[src/rtl/br_eval_pkg.sv]
package br_eval_pkg;

  localparam int unsigned FB_CF = 0;
  localparam int unsigned FB_PF = 2;
  localparam int unsigned FB_ZF = 6;
  localparam int unsigned FB_SF = 7;
  localparam int unsigned FB_OF = 11;

  localparam int unsigned OPC_W = 8;
  localparam int unsigned CC_W  = 3;

  typedef enum logic [2:0] {
    K_NONE   = 3'd0,
    K_JCC    = 3'd1,
    K_LOOP   = 3'd2,
    K_LOOPZ  = 3'd3,
    K_LOOPNZ = 3'd4,
    K_JCXZ   = 3'd5
  } br_kind_e;

  // Base (non-inverted) flag test selected by the three condition bits
  function automatic logic flag_base(input logic [CC_W-1:0] cc,
                                     input logic of_f, input logic cf_f,
                                     input logic zf_f, input logic sf_f,
                                     input logic pf_f);
    logic lt;
    lt = sf_f ^ of_f;
    unique case (cc)
      3'd0: flag_base = of_f;
      3'd1: flag_base = cf_f;
      3'd2: flag_base = zf_f;
      3'd3: flag_base = cf_f | zf_f;
      3'd4: flag_base = sf_f;
      3'd5: flag_base = pf_f;
      3'd6: flag_base = lt;
      default: flag_base = zf_f | lt;
    endcase
  endfunction

  // Opcode class
  function automatic br_kind_e classify(input logic [OPC_W-1:0] opc);
    br_kind_e k;
    k = K_NONE;
    if (opc[7:4] == 4'b0111) begin
      k = K_JCC;
    end else if (opc[7:2] == 6'b111000) begin
      unique case (opc[1:0])
        2'b00: k = K_LOOPNZ;
        2'b01: k = K_LOOPZ;
        2'b10: k = K_LOOP;
        default: k = K_JCXZ;
      endcase
    end
    return k;
  endfunction

endpackage

[src/rtl/br_opc_decode.sv]
module br_opc_decode
  import br_eval_pkg::*;
(
  input  logic [OPC_W-1:0] opc,
  output br_kind_e         kind,
  output logic [CC_W-1:0]  cc,
  output logic             inv
);
  always_comb begin
    kind = classify(opc);
    cc   = opc[CC_W:1];
    inv  = opc[0];
  end
endmodule

[src/rtl/br_flag_cond.sv]
module br_flag_cond
  import br_eval_pkg::*;
#(
  parameter int unsigned FLAG_W = 16
) (
  input  logic [FLAG_W-1:0] flags,
  input  logic [CC_W-1:0]   cc,
  input  logic              inv,
  output logic              hit
);
  localparam int unsigned TOP_BIT = FB_OF;

  logic of_f, cf_f, zf_f, sf_f, pf_f;

  generate
    if (FLAG_W > TOP_BIT) begin : g_wide
      assign of_f = flags[FB_OF];
      assign sf_f = flags[FB_SF];
      assign zf_f = flags[FB_ZF];
      assign pf_f = flags[FB_PF];
      assign cf_f = flags[FB_CF];
    end else begin : g_narrow
      assign of_f = 1'b0;
      assign sf_f = 1'b0;
      assign zf_f = 1'b0;
      assign pf_f = 1'b0;
      assign cf_f = 1'b0;
    end
  endgenerate

  always_comb begin
    hit = flag_base(cc, of_f, cf_f, zf_f, sf_f, pf_f) ^ inv;
  end
endmodule

[src/rtl/br_count_unit.sv]
module br_count_unit
  import br_eval_pkg::*;
#(
  parameter int unsigned CNT_W = 16
) (
  input  br_kind_e         kind,
  input  logic [CNT_W-1:0] count,
  input  logic             zf,
  output logic [CNT_W-1:0] next_cnt,
  output logic             cnt_wr,
  output logic             hit
);
  localparam logic [CNT_W-1:0] ONE = {{(CNT_W-1){1'b0}}, 1'b1};

  logic [CNT_W-1:0] dec;
  logic             dec_nz;
  logic             cx_zero;

  always_comb begin
    dec     = count - ONE;
    dec_nz  = |dec;
    cx_zero = ~|count;

    next_cnt = count;
    cnt_wr   = 1'b0;
    hit      = 1'b0;
    unique case (kind)
      K_LOOP:   begin next_cnt = dec; cnt_wr = 1'b1; hit = dec_nz;        end
      K_LOOPZ:  begin next_cnt = dec; cnt_wr = 1'b1; hit = dec_nz & zf;   end
      K_LOOPNZ: begin next_cnt = dec; cnt_wr = 1'b1; hit = dec_nz & ~zf;  end
      K_JCXZ:   hit = cx_zero;
      default:  ;
    endcase
  end
endmodule

[src/rtl/branch_cond_eval.sv]
module branch_cond_eval
  import br_eval_pkg::*;
#(
  parameter int unsigned CNT_W  = 16,
  parameter int unsigned FLAG_W = 16
) (
  input  logic              clk,
  input  logic              rst_n,
  input  logic              in_valid,
  input  logic [7:0]        opcode,
  input  logic [FLAG_W-1:0] flags,
  input  logic [CNT_W-1:0]  count,
  output logic              out_valid,
  output logic              taken,
  output logic              not_branch,
  output logic              count_wr,
  output logic [CNT_W-1:0]  count_out
);
  br_kind_e         kind;
  logic [CC_W-1:0]  cc;
  logic             inv;
  logic             flag_hit;
  logic             cnt_hit;
  logic             cnt_wr_c;
  logic [CNT_W-1:0] cnt_next;
  logic             take_c;

  // Named decode events for the checker
  logic evt_jcc, evt_loop_plain, evt_loop_z, evt_loop_nz, evt_cx_test, evt_not_branch;

  br_opc_decode u_dec (
    .opc  (opcode),
    .kind (kind),
    .cc   (cc),
    .inv  (inv)
  );

  br_flag_cond #(.FLAG_W(FLAG_W)) u_flag (
    .flags (flags),
    .cc    (cc),
    .inv   (inv),
    .hit   (flag_hit)
  );

  br_count_unit #(.CNT_W(CNT_W)) u_cnt (
    .kind     (kind),
    .count    (count),
    .zf       (flags[FB_ZF]),
    .next_cnt (cnt_next),
    .cnt_wr   (cnt_wr_c),
    .hit      (cnt_hit)
  );

  always_comb begin
    evt_jcc        = (kind == K_JCC);
    evt_loop_plain = (kind == K_LOOP);
    evt_loop_z     = (kind == K_LOOPZ);
    evt_loop_nz    = (kind == K_LOOPNZ);
    evt_cx_test    = (kind == K_JCXZ);
    evt_not_branch = (kind == K_NONE);
    take_c         = evt_jcc ? flag_hit : cnt_hit;
  end

  always_ff @(posedge clk) begin
    if (!rst_n) begin
      out_valid  <= 1'b0;
      taken      <= 1'b0;
      not_branch <= 1'b0;
      count_wr   <= 1'b0;
      count_out  <= '0;
    end else begin
      out_valid <= in_valid;
      if (in_valid) begin
        taken      <= take_c;
        not_branch <= evt_not_branch;
        count_wr   <= cnt_wr_c;
        count_out  <= cnt_next;
      end
    end
  end
endmodule

[config.mk]
export PLATFORM = sky130hd
export DESIGN_NAME = branch_cond_eval
export DESIGN_NICKNAME = d
export VERILOG_FILES = /design/src/rtl/br_eval_pkg.sv /design/src/rtl/br_opc_decode.sv /design/src/rtl/br_flag_cond.sv /design/src/rtl/br_count_unit.sv /design/src/rtl/branch_cond_eval.sv
export SDC_FILE = /design/constraint.sdc
export NUM_CORES = 1
export LEC_CHECK = 0
export ABC_CLOCK_PERIOD_IN_PS = 3200
export BUFFER_PORTS_ARGS = -buffer_cell sky130_fd_sc_hd__buf_2
export CORE_MARGIN = 5
export CORE_UTILIZATION = 35
export CTS_BUF_LIST = sky130_fd_sc_hd__clkbuf_16
export DETAILED_ROUTE_END_ITERATION = 10
export GPL_ROUTABILITY_DRIVEN = 1
export PLACE_DENSITY = 0.62
export SLEW_MARGIN = 10
export SYNTH_ARGS = -nofsm -noshare
export SYNTH_HDL_FRONTEND = slang
export SYNTH_SLANG_ARGS = --single-unit
[constraint.sdc]
create_clock -name clk -period 3.2 [get_ports clk]
set_clock_uncertainty 0.05 [all_clocks]
set_input_delay 0.8 -clock clk [delete_from_list [all_inputs] [get_ports clk]]
set_output_delay 0.8 -clock clk [all_outputs]
set_load 0.05 [all_outputs]
==> summary.md, run 1 <==
| Metric | Value |
|---|---|
| DPL Wire Length | `2690 um` |
| # port buffers | `51` |
| Critical path type | `in2reg` |
| Measured slew at the worst slew-check pin | `0.588 ns` |
| Crit share post-route | `80.1%` |
| Leak Pwr | `0.764 nW` |
| Cell accounting for the most synthesized area | `dfxtp_1` |
| Max Freq | `390 MHz` |
| Placer Congestion | `0.800` |
| CP most frequent cell | `a211o_1` |
| Number of synthesized register bits | `20` |
| Crit path cell chain | `buf_2 > inv_1 > ha_1 > and3b_1 > a31oi_1 > or4_1 > a211o_1 > a211o_1` |
| Die H | `72.0 um` |
| Largest net degree at the start of global routing | `38` |
| DRT iter0 DRCs | `39` |
| Gr ovfl total | `0` |
| Most frequent cells in the layout | `buf_2 (51), dfxtp_1 (20), o21ai_0 (18)` |
| Power per cell area | `446 mW/mm^2` |
| Share of post-route cells with drive strength above 1 | `29.5%` |
| Placement Cell Area | `0.00165 mm^2` |
| Worst setup margin | `0.636 ns` |
| Number of antenna diodes | `0` |
| Synth Area in Compound Gates | `22.0%` |
| Simple-gate area share of the yosys netlist | `28.6%` |
| Slowest cell on the critical path | `or4_1` |
| Nets@finish | `268` |
| Mux contribution to synthesized area | `2.23%` |
| Total power | `0.785 mW` |
| Total GRT Usage | `14.0%` |
| Largest family of logic cells by synthesized area | `simple AND/OR/NAND/NOR gates` |
| Ports | `63` |
| Register area | `400 um^2` |
| Worst EP required | `3.29 ns` |
| Post-synthesis cell area | `0.00134 mm^2` |
| Layout fillers | `402` |
| Skew-Pair Late Insertion Delay | `0.25 ns` |
| Post-Syn Area per Cell | `7.95 um^2` |
| Routed wire length | `3420 um` |
| RSZ-0062 raised after global routing | `false` |
| Cts repair resizes | `0` |
| Hold WS | `0.417 ns` |
| Status | `completed` |
| Vias per std cell | `5.14` |
| Clk slew on worst S/H paths | `0.06 ns` |
| Ys Warns | `0` |
| Dpl ws | `0.369 ns` |
| Initial antenna violation count | `0` |
| Initial core utilization | `36.4%` |
| Detail Route Antenna Nets | `0` |
| Min Clock Period, post-route | `2.56 ns` |
| CTS tree | `yes` |
| TritonCTS Buffers | `3` |
| Mapped Cells | `169` |
| Most common cell after layout, fill and taps aside | `buf_2` |
| Area share of fa/ha/maj cells after synthesis | `3.72%` |
| # clock sinks | `20` |
| Area contributors post-synth | `dfxtp_1 (30%), o21ai_0 (6.7%), xor2_1 (6.5%)` |
| CP arrival | `2.66 ns` |
| Clk buf depth | `2` |
| CP Capture Type | `register` |
| # Post-CTS Setup Buffers | `0` |
| Worst vdd ir | `314 uV` |
| CTS root buf | `clkbuf_16` |
| Hold crit path type | `reg2reg` |
| Post-synthesis xor/xnor area fraction | `9.12%` |
| Post-Syn Nets | `216` |
| Sequential fraction of the synthesis area | `29.8%` |
| Top-area cell type share of the netlist area | `29.8%` |
| Fin Setup TNS | `0 ns` |
| Startpoint Class | `primary input` |
| Area of the multi-input gates | `882 um^2` |
| Area of all placed cells without fillers | `0.00176 mm^2` |
| Vias in the first global route | `1,358` |
| Area of the die | `0.00518 mm^2` |
| Critical path peak fanout | `10` |
| DR DRC count | `0` |
| Vias | `1,378` |
| Rows | `22` |
| CTS Hold Bufs | `0` |
| Final hold viol count | `0` |
| Slew headroom | `60.4%` |
| Yosys cell types | `42` |
| # H-tree levels | `1` |
| Die W | `72.0 um` |
| Synth-to-layout area growth | `30.9%` |
| Setup Viol. Count Final | `0` |
| 1st-pass router iterations | `6` |
| Max Cap Viol | `0` |
| Final slew viol count | `0` |
| CORE AREA | `0.00369 mm^2` |
| First-pass GRT wire length | `5930 um` |
| CP max stage delay | `0.48 ns` |
| Routed len/inst | `12.7 um` |
critical path: cells and delay by family:
kind	cells	cell delay, ns
compound gates	3	0.61
buf+inv	2	0.22
simple gates	2	0.68
fa+ha+maj	1	0.34
state kept, by name, indices dropped and copies added, names as in the netlist:
register,flops
count_out,16
count_wr,1
not_branch,1
out_valid,1
taken,1
through the flow:
stage | cells | util, %
2_1_floorplan | 169 | -
3_3_place_gp | 264 | 44.8
3_5_place_dp | 264 | 44.8
4_1_cts | 268 | 47.7
5_1_grt | 268 | 47.7
6_report | 268 | 47.7
routing by layer:
metal  part of all wire [%]  up-vias  global-route usage [%]
met5                      0        -                       0
met4                   0.64        0                    2.51
met3                    5.9        2                    3.88
met2                     47       27                    23.9
met1                     46      620                    17.8
li1                       -      729                       -
Yosys cell counts:
library cell and number:
a31o_2 1, buf_2 1, dfxtp_1 20, or3_2 1, mux2i_1 3, nor2_1 13, and3b_1 1, nand3_1 7
or4b_1 1, and2_1 2, ha_1 4, o2111a_1 1, o211ai_1 3, xor2_1 10, a211o_1 2, or2_2 2
nor4bb_1 1, inv_1 9, nand2b_1 1, and4_1 2, nor2_4 1, nand4b_1 3, a211oi_1 4, o21bai_1 1
o21ai_0 18, nand4_1 3, nor2b_1 3, a221oi_1 1, nor4_1 3, or3_1 3, o31ai_1 1, nand2_1 5
a31oi_1 5, xnor2_1 4, nor3_1 2, or4_1 2, nand3b_1 2, or4_4 2, and3_1 2, nor4b_1 1
clkbuf_1 6, a21oi_1 12
cell type report:
type	count	area share (%)
Sequential cell	20	22.8
Multi-Input combinational cell	133	50.1
Timing Repair Buffer	54	15.8
Clock inverter	1	1.71
Tap cell	48	3.41
Inverter	9	1.92
Clock buffer	3	4.27
kinds of logic after synthesis:
group / count (synthesis)
adders and majority gates: 4
DFF: 20
AOI/OAI and AO/OA: 49
muxes: 3
xor gates and xnor gates: 14
and+or+nand+nor: 63
buffers and inverters: 16
where the power goes:
group / total, mW / internal [mW] / leakage [nW] / switching (mW)
Clock: 0.336 / 0.248 / 0.0511 / 0.0881
Sequential: 0.272 / 0.265 / 0.166 / 0.00671
Combinational: 0.177 / 0.0557 / 0.547 / 0.122
worst paths after layout:
kind | slack (ns) | to | start | cells past startpoint
hold / removal | 0.42 | count_out[1] | count_out[1] | 2
setup reg to reg | 1.94 | taken | taken | 4
setup / recovery | 0.64 | taken | count[0] | 8
hold reg to reg | 0.42 | count_out[1] | count_out[1] | 2
(Power assumes the default switching activity.)
==> run 2: changes to the inputs <==
--- a/config.mk
+++ b/config.mk
@@ -5,7 +5,7 @@
 export SDC_FILE = /design/constraint.sdc
 export NUM_CORES = 1
 export LEC_CHECK = 0
-export ABC_CLOCK_PERIOD_IN_PS = 3200
+export ABC_CLOCK_PERIOD_IN_PS = 2450
 export BUFFER_PORTS_ARGS = -buffer_cell sky130_fd_sc_hd__buf_2
 export CORE_MARGIN = 5
 export CORE_UTILIZATION = 35
==> constraint.sdc (replaced) <==
create_clock -name clk -period 2.45 [get_ports clk]
set_clock_uncertainty 0.05 [all_clocks]
set_input_delay 0.6125 -clock clk [delete_from_list [all_inputs] [get_ports clk]]
set_output_delay 0.6125 -clock clk [all_outputs]
set_load 0.05 [all_outputs]
==> run 2 against run 1 <==
Net effect: register-to-register slack got worse by 0.77 ns; non-clock buffer count up 17; die area unchanged.
==> summary.md, run 2 (same netlist as run 1, synthesis figures left out) <==
| Metric | Value |
|---|---|
| Non-Filler Instances | `285 (+6.3%)` |
| Top delay family on crit path | `simple AND/OR/NAND/NOR gates` |
| DRT iter0 DRCs | `65 (+67%)` |
| Worst vdd ir | `309 uV (-1.4%)` |
| Area of all placed cells without fillers | `0.00189 mm^2 (+7.3%)` |
| CTS root buf | `clkbuf_16` |
| Critical path peak fanout | `3 (-7)` |
| Skew-Pair Late Insertion Delay | `0.25 ns (about the same)` |
| Placement Cell Area | `0.00178 mm^2 (+7.7%)` |
| Int Power | `0.756 mW (+33%)` |
| DR DRC count | `0 (unchanged)` |
| Final hold viol count | `0 (unchanged)` |
| Die W | `72.0 um (unchanged)` |
| Leak Pwr | `0.848 nW (+11%)` |
| CTS tree | `yes` |
| Status | `completed` |
| Startpoint Class | `primary input` |
| Initial core utilization | `36.4% (unchanged)` |
| # Post-CTS Setup Buffers | `0 (unchanged)` |
| Max Freq | `438 MHz` |
| Logic pwr share | `23.8% (+1.2 points)` |
| Routed len/inst | `12.2 um (-4.5%)` |
| Hold crit path type | `reg2reg` |
| Vias per std cell | `5.08 (-1.2%)` |
| Clock share of power | `42.1% (-0.7 points)` |
| Max Cap Viol | `0 (unchanged)` |
| RSZ-0062 raised after global routing | `false` |
| Placer Congestion | `0.848 (+5.9%)` |
| CP most frequent cell | `a211o_1` |
| Ports | `63 (unchanged)` |
| Slew headroom | `74.5% (+14 points)` |
| # port buffers | `51 (unchanged)` |
| First-pass GRT wire length | `6010 um (+1.3%)` |
| # H-tree levels | `1 (unchanged)` |
| Worst EP required | `2.54 ns (-0.75 ns)` |
| Min Clock Period, post-route | `2.29 ns` |
| TritonCTS Buffers | `3 (unchanged)` |
| Number of antenna diodes | `0 (unchanged)` |
| Clk buf depth | `2 (unchanged)` |
| DPL Wire Length | `2880 um (+7.0%)` |
| Placed instance count | `281 (+6.4%)` |
| Share of post-route cells with drive strength above 1 | `34.6% (+5.1 points)` |
| Hold WS | `0.417 ns (+0.000780 ns)` |
| Routed wire length | `3470 um (+1.6%)` |
| CP bufs+invs | `1 (-1)` |
| Area of the die | `0.00518 mm^2 (unchanged)` |
| Detail Route Antenna Nets | `0 (unchanged)` |
| CP max stage delay | `0.56 ns (+0.08 ns)` |
| Synth-to-layout area growth | `40.4%` |
| Total GRT Usage | `14.2% (+0.17 points)` |
| CP Capture Type | `register` |
| Setup Viol. Count Final | `0 (unchanged)` |
| CTS Hold Bufs | `0 (unchanged)` |
| Dpl ws | `-0.0908 ns (-0.460 ns)` |
| CP arrival | `2.37 ns (-0.29 ns)` |
| Cts repair resizes | `0 (unchanged)` |
| Switching Share | `27.4% (-0.21 points)` |
| CORE AREA | `0.00369 mm^2 (unchanged)` |
| Initial antenna violation count | `0 (unchanged)` |
| Final slew viol count | `0 (unchanged)` |
| Nets@finish | `285 (+6.3%)` |
| Slowest cell on the critical path | `or4_4` |
| FF-to-FF setup slack | `1.17 ns (-0.77 ns)` |
| Seq pwr share | `34.1% (-0.5 points)` |
| # clock sinks | `20 (unchanged)` |
| Clk slew on worst S/H paths | `0.06 ns (about the same)` |
| Vias | `1,448 (+5.1%)` |
| Gr ovfl total | `0 (unchanged)` |
| Die H | `72.0 um (unchanged)` |
| Power per cell area | `552 mW/mm^2 (+24%)` |
| Crit share post-route | `93.3%` |
| Crit path cell chain | `buf_2 > or4_4 > or4_1 > a211o_1 > a211o_1` |
| 1st-pass router iterations | `4 (-2)` |
| Most frequent cells in the layout | `buf_2 (51), dfxtp_1 (20), buf_4 (20)` |
| Worst setup margin | `0.165 ns (-0.471 ns)` |
| Largest net degree at the start of global routing | `38 (unchanged)` |
| Switching pwr | `0.285 mW (+32%)` |
| Number of flip-flops under the largest register name | `16 (unchanged)` |
| Critical path type | `in2reg` |
| Rows | `22 (unchanged)` |
| Most common cell after layout, fill and taps aside | `buf_2` |
| Measured slew at the worst slew-check pin | `0.378 ns (-0.210 ns)` |
| Most flop-heavy register | `count_out` |
| Vias in the first global route | `1,421 (+4.6%)` |
## run 2: cell types whose count changed in the layout (fill, tap and decap cells not counted), sizes merged
cell,before,now
buf,54,71
## run 2: final timing paths
kind                start            to  cells after the start
max reg2reg         taken         taken                      4
min reg2reg  count_out[1]  count_out[1]                      2
min          count_out[1]  count_out[1]                      2
max             count[12]         taken                      5
## run 2: layout make-up
class	count	area, um^2
Clock buffer	3	75.1
Clock inverter	1	30.0
Fill cell	391	1800
Inverter	9	33.8
Multi-Input combinational cell	133	882
Sequential cell	20	400
Tap cell	48	60.1
Timing Repair Buffer	71	405
## run 2: layer usage
layer,share of wire (%),up-vias,track usage (%)
li1,-,767,-
met1,46,645,17.7
met2,48,32,24.5
met3,5.2,4,3.60
met4,0.84,0,3.13
met5,0,-,0
## run 2: worst reg2reg max path: stages, from the launching register on
cell     delay, ns
dfxtp_1       0.31
o21ai_0       0.32
or3_1         0.16
mux2i_1       0.06
a211o_1       0.27
## run 2: through the flow
| stage | power, mW | setup TNS [ns] | util (%) |
|---|---|---|---|
| finish | 1.04 | 0 | 51.2 |
| global route | 1.09 | 0 | 51.2 |
| CTS | 1.05 | 0 | 51.2 |
| detailed placement | 0.612 | -0.106 | 48.3 |
| global placement | 0.609 | -0.0804 | 48.3 |
| floorplan | 0.513 | 0 | - |
## run 2: power by group through the flow
stage / clock network (mW) / logic [mW] / registers [mW]
after global routing: 0.459 / 0.272 / 0.358
final: 0.438 / 0.248 / 0.355
after global placement: 0 / 0.247 / 0.362
after floorplan: 0 / 0.0768 / 0.436
after detailed placement: 0 / 0.249 / 0.362
after CTS: 0.443 / 0.250 / 0.356
